--- src/rtl/stp_pkg.sv ---
package stp_pkg;
  localparam int CFG_W      = 12;
  localparam int MODEM_LSB  = 0;
  localparam int PHY1_LSB   = 2;
  localparam int PHY2_LSB   = 5;

  typedef struct packed {
    logic [2:0] phy2_en;
    logic [2:0] phy1_en;
    logic [1:0] modem_en;
    logic       rise_mode;
    logic [2:0] grp_en;
  } stp_cfg_t;

  typedef enum logic [1:0] {S_IDLE, S_SHIFT, S_STORE} ser_state_t;
endpackage

--- src/rtl/stp_regs.sv ---
module stp_regs
  import stp_pkg::*;
#(
  parameter int                   IMG_W     = 24,
  parameter logic [IMG_W-1:0]     SHADOW    = '0,
  parameter logic [CFG_W-1:0]     CFG_RESET = 12'h007
) (
  input  logic             clk,
  input  logic             rst,
  input  logic             wr_en,
  input  logic             wr_addr,
  input  logic [IMG_W-1:0] wr_data,
  input  logic [1:0]       modem_st,
  input  logic [2:0]       phy1_st,
  input  logic [2:0]       phy2_st,
  output stp_cfg_t         cfg,
  output logic [IMG_W-1:0] eff_img
);
  logic [IMG_W-1:0] img_q;
  logic [IMG_W-1:0] merged;

  always_ff @(posedge clk) begin
    if (rst) begin
      img_q <= SHADOW;
      cfg   <= stp_cfg_t'(CFG_RESET);
    end else if (wr_en) begin
      if (!wr_addr) img_q <= wr_data;
      else          cfg   <= stp_cfg_t'(wr_data[CFG_W-1:0]);
    end
  end

  // Per-bit ownership merge
  always_comb begin
    merged = img_q;
    for (int i = 0; i < 2; i++)
      if (cfg.modem_en[i]) merged[MODEM_LSB+i] = modem_st[i];
    for (int i = 0; i < 3; i++) begin
      if (cfg.phy1_en[i]) merged[PHY1_LSB+i] = phy1_st[i];
      if (cfg.phy2_en[i]) merged[PHY2_LSB+i] = phy2_st[i];
    end
  end

  always_ff @(posedge clk) eff_img <= merged;

  a_r2_modem_owner: assert property (@(posedge clk) disable iff (rst)
    $past(cfg.modem_en[0]) |-> eff_img[0] == $past(modem_st[0]));
  a_r2_software_bit: assert property (@(posedge clk) disable iff (rst)
    !$past(cfg.phy2_en[2]) |-> eff_img[7] == $past(img_q[7]));
endmodule

--- src/rtl/stp_frame_ctrl.sv ---
module stp_frame_ctrl #(
  parameter int NGRP  = 3,
  parameter int GW    = 8,
  parameter int LEN_W = 5
) (
  input  logic                 clk,
  input  logic                 rst,
  input  logic [NGRP*GW-1:0]   eff_img,
  input  logic [NGRP-1:0]      grp_en,
  input  logic                 ser_busy,
  output logic                 start,
  output logic [NGRP*GW-1:0]   frame_vec,
  output logic [LEN_W-1:0]     frame_len
);
  localparam int IMG_W = NGRP * GW;

  logic [IMG_W-1:0] eff_last;
  logic [IMG_W-1:0] pack_vec;
  logic [LEN_W-1:0] pack_len;
  logic             dirty;
  logic             launch;
  logic             changed;

  // Left-align enabled groups, highest group first
  always_comb begin
    int pos;
    pos      = IMG_W;
    pack_vec = '0;
    pack_len = '0;
    for (int g = NGRP - 1; g >= 0; g--) begin
      if (grp_en[g]) begin
        pos = pos - GW;
        pack_vec[pos +: GW] = eff_img[g*GW +: GW];
        pack_len = pack_len + LEN_W'(GW);
      end
    end
  end

  assign changed = (eff_img != eff_last);
  assign launch  = dirty && !ser_busy && !start && (grp_en != '0);

  always_ff @(posedge clk) begin
    if (rst) begin
      eff_last  <= eff_img;
      dirty     <= 1'b0;
      start     <= 1'b0;
      frame_vec <= '0;
      frame_len <= '0;
    end else begin
      eff_last <= eff_img;
      start    <= launch;
      if (launch) begin
        frame_vec <= pack_vec;
        frame_len <= pack_len;
      end
      if (grp_en == '0)  dirty <= 1'b0;
      else if (changed)  dirty <= 1'b1;
      else if (launch)   dirty <= 1'b0;
    end
  end

  a_r6_single_start: assert property (@(posedge clk) disable iff (rst)
    start |=> !start);
  a_r7_no_start_disabled: assert property (@(posedge clk) disable iff (rst)
    (grp_en == '0) |=> !start);
  a_r6_pending_kept: assert property (@(posedge clk) disable iff (rst)
    (dirty && ser_busy && !changed && (grp_en != '0)) |=> dirty);
endmodule

--- src/rtl/stp_serializer.sv ---
module stp_serializer
  import stp_pkg::*;
#(
  parameter int IMG_W = 24,
  parameter int LEN_W = 5,
  parameter int DIV   = 4
) (
  input  logic             clk,
  input  logic             rst,
  input  logic             start,
  input  logic [IMG_W-1:0] vec,
  input  logic [LEN_W-1:0] len,
  input  logic             rise_mode,
  output logic             shift_clk,
  output logic             shift_data,
  output logic             store_stb,
  output logic             busy
);
  localparam int HALF  = DIV / 2;
  localparam int CNT_W = (DIV > 2) ? $clog2(DIV) : 1;

  ser_state_t       state;
  logic [IMG_W-1:0] sreg;
  logic [LEN_W-1:0] left;
  logic [CNT_W-1:0] cnt;
  logic             mode_q;

  assign busy = (state != S_IDLE);

  always_ff @(posedge clk) begin
    if (rst) begin
      state      <= S_IDLE;
      sreg       <= '0;
      left       <= '0;
      cnt        <= '0;
      mode_q     <= 1'b0;
      shift_clk  <= 1'b0;
      shift_data <= 1'b0;
      store_stb  <= 1'b0;
    end else begin
      case (state)
        S_IDLE: begin
          if (start) begin
            state      <= S_SHIFT;
            mode_q     <= rise_mode;
            shift_clk  <= rise_mode;
            shift_data <= vec[IMG_W-1];
            sreg       <= vec << 1;
            left       <= len - LEN_W'(1);
            cnt        <= '0;
          end
        end
        S_SHIFT: begin
          cnt <= cnt + CNT_W'(1);
          if (cnt == CNT_W'(HALF - 1)) shift_clk <= ~shift_clk;
          if (cnt == CNT_W'(DIV - 1)) begin
            cnt <= '0;
            if (left == '0) begin
              state      <= S_STORE;
              shift_clk  <= 1'b0;
              shift_data <= 1'b0;
              store_stb  <= 1'b1;
            end else begin
              shift_clk  <= mode_q;
              shift_data <= sreg[IMG_W-1];
              sreg       <= sreg << 1;
              left       <= left - LEN_W'(1);
            end
          end
        end
        default: begin
          store_stb <= 1'b0;
          state     <= S_IDLE;
        end
      endcase
    end
  end

  a_r5_store_single: assert property (@(posedge clk) disable iff (rst)
    store_stb |=> !store_stb);
  a_r5_store_quiet: assert property (@(posedge clk) disable iff (rst)
    store_stb |-> (!shift_clk && !shift_data));
  a_r9_idle_low: assert property (@(posedge clk) disable iff (rst)
    !busy |-> (!shift_clk && !shift_data && !store_stb));
  a_r8_busy_at_store: assert property (@(posedge clk) disable iff (rst)
    store_stb |-> busy);
endmodule

--- src/rtl/stp_shifter.sv ---
module stp_shifter
  import stp_pkg::*;
#(
  parameter int                       NGRP      = 3,
  parameter int                       GW        = 8,
  parameter int                       DIV       = 4,
  parameter logic [NGRP*GW-1:0]       SHADOW    = 24'h0000FF,
  parameter logic [CFG_W-1:0]         CFG_RESET = 12'h007
) (
  input  logic                 clk,
  input  logic                 rst,
  input  logic                 wr_en,
  input  logic                 wr_addr,
  input  logic [NGRP*GW-1:0]   wr_data,
  input  logic [1:0]           modem_st,
  input  logic [2:0]           phy1_st,
  input  logic [2:0]           phy2_st,
  output logic                 shift_clk,
  output logic                 shift_data,
  output logic                 store_stb,
  output logic                 busy
);
  localparam int IMG_W = NGRP * GW;
  localparam int LEN_W = $clog2(IMG_W + 1);

  stp_cfg_t         cfg;
  logic [IMG_W-1:0] eff_img;
  logic [IMG_W-1:0] frame_vec;
  logic [LEN_W-1:0] frame_len;
  logic             start;
  logic             ser_busy;

  stp_regs #(.IMG_W(IMG_W), .SHADOW(SHADOW), .CFG_RESET(CFG_RESET)) u_regs (
    .clk(clk), .rst(rst), .wr_en(wr_en), .wr_addr(wr_addr), .wr_data(wr_data),
    .modem_st(modem_st), .phy1_st(phy1_st), .phy2_st(phy2_st),
    .cfg(cfg), .eff_img(eff_img));

  stp_frame_ctrl #(.NGRP(NGRP), .GW(GW), .LEN_W(LEN_W)) u_ctrl (
    .clk(clk), .rst(rst), .eff_img(eff_img), .grp_en(cfg.grp_en[NGRP-1:0]),
    .ser_busy(ser_busy), .start(start), .frame_vec(frame_vec),
    .frame_len(frame_len));

  stp_serializer #(.IMG_W(IMG_W), .LEN_W(LEN_W), .DIV(DIV)) u_ser (
    .clk(clk), .rst(rst), .start(start), .vec(frame_vec), .len(frame_len),
    .rise_mode(cfg.rise_mode), .shift_clk(shift_clk), .shift_data(shift_data),
    .store_stb(store_stb), .busy(ser_busy));

  assign busy = ser_busy | start;

  a_r8_launch_busy: assert property (@(posedge clk) disable iff (rst)
    start |=> busy);
endmodule

--- config.mk ---
export PLATFORM = sky130hd
export DESIGN_NAME = stp_shifter
export DESIGN_NICKNAME = d
export VERILOG_FILES = /design/src/rtl/stp_pkg.sv /design/src/rtl/stp_regs.sv /design/src/rtl/stp_frame_ctrl.sv /design/src/rtl/stp_serializer.sv /design/src/rtl/stp_shifter.sv
export SDC_FILE = /design/constraint.sdc
export NUM_CORES = 1
export LEC_CHECK = 0
export ABC_AREA = 1
export BUFFER_PORTS_ARGS = -buffer_cell sky130_fd_sc_hd__buf_2
export CORE_UTILIZATION = 55
export CTS_CLUSTER_SIZE = 16
export DETAILED_ROUTE_END_ITERATION = 10
export PLACE_DENSITY = 0.79
export SLEW_MARGIN = 20
export SYNTH_ARGS = -nofsm -noshare
export SYNTH_HDL_FRONTEND = slang
export SYNTH_HIERARCHICAL = 1
export SYNTH_SLANG_ARGS = --single-unit
--- constraint.sdc ---
create_clock -name clk -period 2.45 [get_ports clk]
set_clock_uncertainty 0.15 [all_clocks]
set_input_delay 0 -clock clk [delete_from_list [all_inputs] [get_ports clk]]
set_output_delay 0 -clock clk [all_outputs]
set_load 0.02 [all_outputs]
==> metrics.txt <==
die width between 100 and 150 µm; Critical-path top delay cell dfxtp_1; first-pass GRT wire length 24600 µm; Max Cap Viol 0; FILL cells between 800 and 900; cell mode on critical path nor2_1; clk buf depth 2; Final ANT Viol Nets 0; Cell Area, Synth around 6300 µm²; RSZ-0062 raised after global routing false; fin util 0.679; Port-buffer cells 39; CTS tree yes; Seq/Total Area, Yosys 0.470; status completed; distinct cell type count after synthesis 43; Min Hold Slack 0.168 ns; Die Span Y ~110 µm; critical path type flop to flop; total die area 11900 µm²; Design Area, Final 7450 µm²; fmax slightly below 500 MHz; Hold Vio Cnt, Final 0; Tmin final 2.03 ns; H-tree levels 4; Tot GR Track Use 0.273; number of synthesized flops with an enable pin 0; final net count about 990; CTS clk-pin slew, worst paths 0.06 ns; LEAKAGE 3.56 nW; Final Max Slew Viols 0; Worst EP arrival 2.23 ns; Most used DFF post-synth dfxtp_1; later-pin clock latency in the skew report 0.42 ns; fin crit share 0.830; core area between 10000 and 15000 µm²; Pwr Density 1010 nW/µm²; Mapped Cells 872; DRC 0; Vias/cell 5.20; Setup crit start u_ser/state[0]; share of the synthesized area in the top cell type 0.470; Max-slew headroom 0.451; initial antenna violation count 1; Overflow after GRT 0; Mean Syn Cell Area 7.23 µm²; CP top delay family simple AND/OR/NAND/NOR gates; Starting DRT DRC Count roughly 530; CP required 2.65 ns; crit start category flop; count leader, synth nand2_1; routability cong. 0.951; worst vdd ir 0.619 mV; Crit path largest cell delay 0.39 ns; cts bufs inserted 17; # setup viols final 0; RR Startpoint u_ser/state[0]; DR WL/cell 13.8 µm; FP Rows 38; layout cell share with drive strength beyond 1 0.104; vias in the first global route 5298; Sink Count around 150; DR vias 5716; Hold/Removal Path Class input port to flop; Yosys reg bits 148; DRT Wirelength around 15000 µm; largest net degree at the start of global routing 37; top cells by area, synth dfxtp_1 47%, nand2_1 14%, nor2_1 8.5%; hold_sp modem_st[1]; initial core utilization 0.574; fraction of registers with async set or reset after synthesis 0; CP bufs+invs 3; io pins 40; Area Overhead vs Synth 18.3%; dpl hpwl 9030 µm; setup TNS 0 ns; Post-DP Area 6430 µm²; CP endpoint kind flop; worst path cell trace nor2_1 > inv_1 > nor2_1 > nand3_4 > inv_2 > buf_4 > o21ai_0 > a21oi_1; worst-margin pin slew ~0.82 ns; Ys Warns 6; CP Max Fanout 20; Yosys top cell by area dfxtp_1; first drt pass iteration count 5; clock root buffer clkbuf_16; Setup Fix Bufs, Post-CTS 0; Commonest cells post-synth 233 x nand2_1, 148 x dfxtp_1, 143 x nor2_1
## logic make-up after synthesis
family / synth area share
flops: 0.470
simple gates: 0.309
compound gates: 0.0939
buf+inv: 0.108
other cells: 0.000595
xor+xnor: 0.00834
fa+ha+maj: 0.00993
## area by class of cell
type | count | area (µm²) | share of cell area
diodes | 1 | 2.50 | 0.000336
clock buffers | 22 | 464 | 0.0623
clock inverters | 9 | 104 | 0.0139
inverters | 101 | 384 | 0.0515
multi-input cells | 588 | 2660 | 0.357
flip-flops and latches | 148 | 2960 | 0.398
well taps | 140 | 175 | 0.0235
repair buffers | 91 | 698 | 0.0937
## stage by stage
step	instances	setup slack (ns)	total power, mW
finish	1100	0.418	7.56
global route	1100	0.199	8.01
CTS	1099	0.419	7.55
detailed placement	1023	0.446	5.00
global placement	1023	0.492	4.95
floorplan	874	0.602	4.71
## worst register-to-register path, stage by stage, from the launching register on
cell	delay [ns]
dfxtp_1	0.39
nor2_1	0.20
inv_1	0.08
nor2_1	0.19
nand3_4	0.22
inv_2	0.22
buf_4	0.25
o21ai_0	0.11
a21oi_1	0.15
## layout by cell type, fill, tap and decap left out, types with 2 or more instances in the layout
cell,n
nand2_1,233
dfxtp_1,148
nor2_1,143
inv_1,90
o21ai_0,62
nand3_1,59
dlygate4sd3_1,45
buf_2,39
clkbuf_16,17
a21oi_1,16
nor3_1,13
o21ai_1,10
inv_2,8
buf_4,7
o211ai_1,6
xnor2_1,6
ha_1,5
clkinv_2,4
clkbuf_1,3
nand2_2,3
o22ai_1,3
nand3_2,3
a31oi_1,3
conb_1,3
clkbuf_8,2
bufinv_16,2
clkinvlp_4,2
inv_4,2
nand2_4,2
nand4_1,2
o31ai_1,2
## state kept, by name, indices dropped and copies added, names as in the netlist
signal and flops:
u_ctrl/eff_last 24, u_ctrl/frame_vec 24, u_regs/eff_img 24, u_regs/img_q 24, u_ser/sreg 23, u_regs/cfg 12, u_ser/left 5, u_ctrl/frame_len 2
u_ser/cnt 2, u_ser/state 2, u_ctrl/dirty 1, u_ctrl/start 1, u_ser/mode_q 1, u_ser/shift_clk 1, u_ser/shift_data 1, u_ser/store_stb 1
## final timing paths
kind | end | slack, ns | cells past startpoint
worst min-delay path | u_regs/eff_img[1] | 0.17 | 4
worst max-delay path | u_ctrl/frame_vec[11] | 0.42 | 8
worst max register to register | u_ctrl/frame_vec[11] | 0.42 | 8
worst min register to register | u_regs/eff_img[21] | 0.20 | 0
## report_power, final
group / switching (mW) / internal (mW) / total [mW]
logic: 1.27 / 0.689 / 1.96
clock network: 0.954 / 1.54 / 2.50
registers: 0.280 / 2.83 / 3.10
## metal layers
metal / GRT usage / routed length, µm
met1: 0.336 / 6650
met3: 0.0550 / 800
met4: 0.143 / 539
met2: 0.449 / 7180
met5: 0 / 0
## timing repair
action | CTS | global route
gates resized for setup | 0 | 0
hold buffers | 45 | 0
hold endpoints to repair | 53 | 0
(Power assumes the default switching activity.)
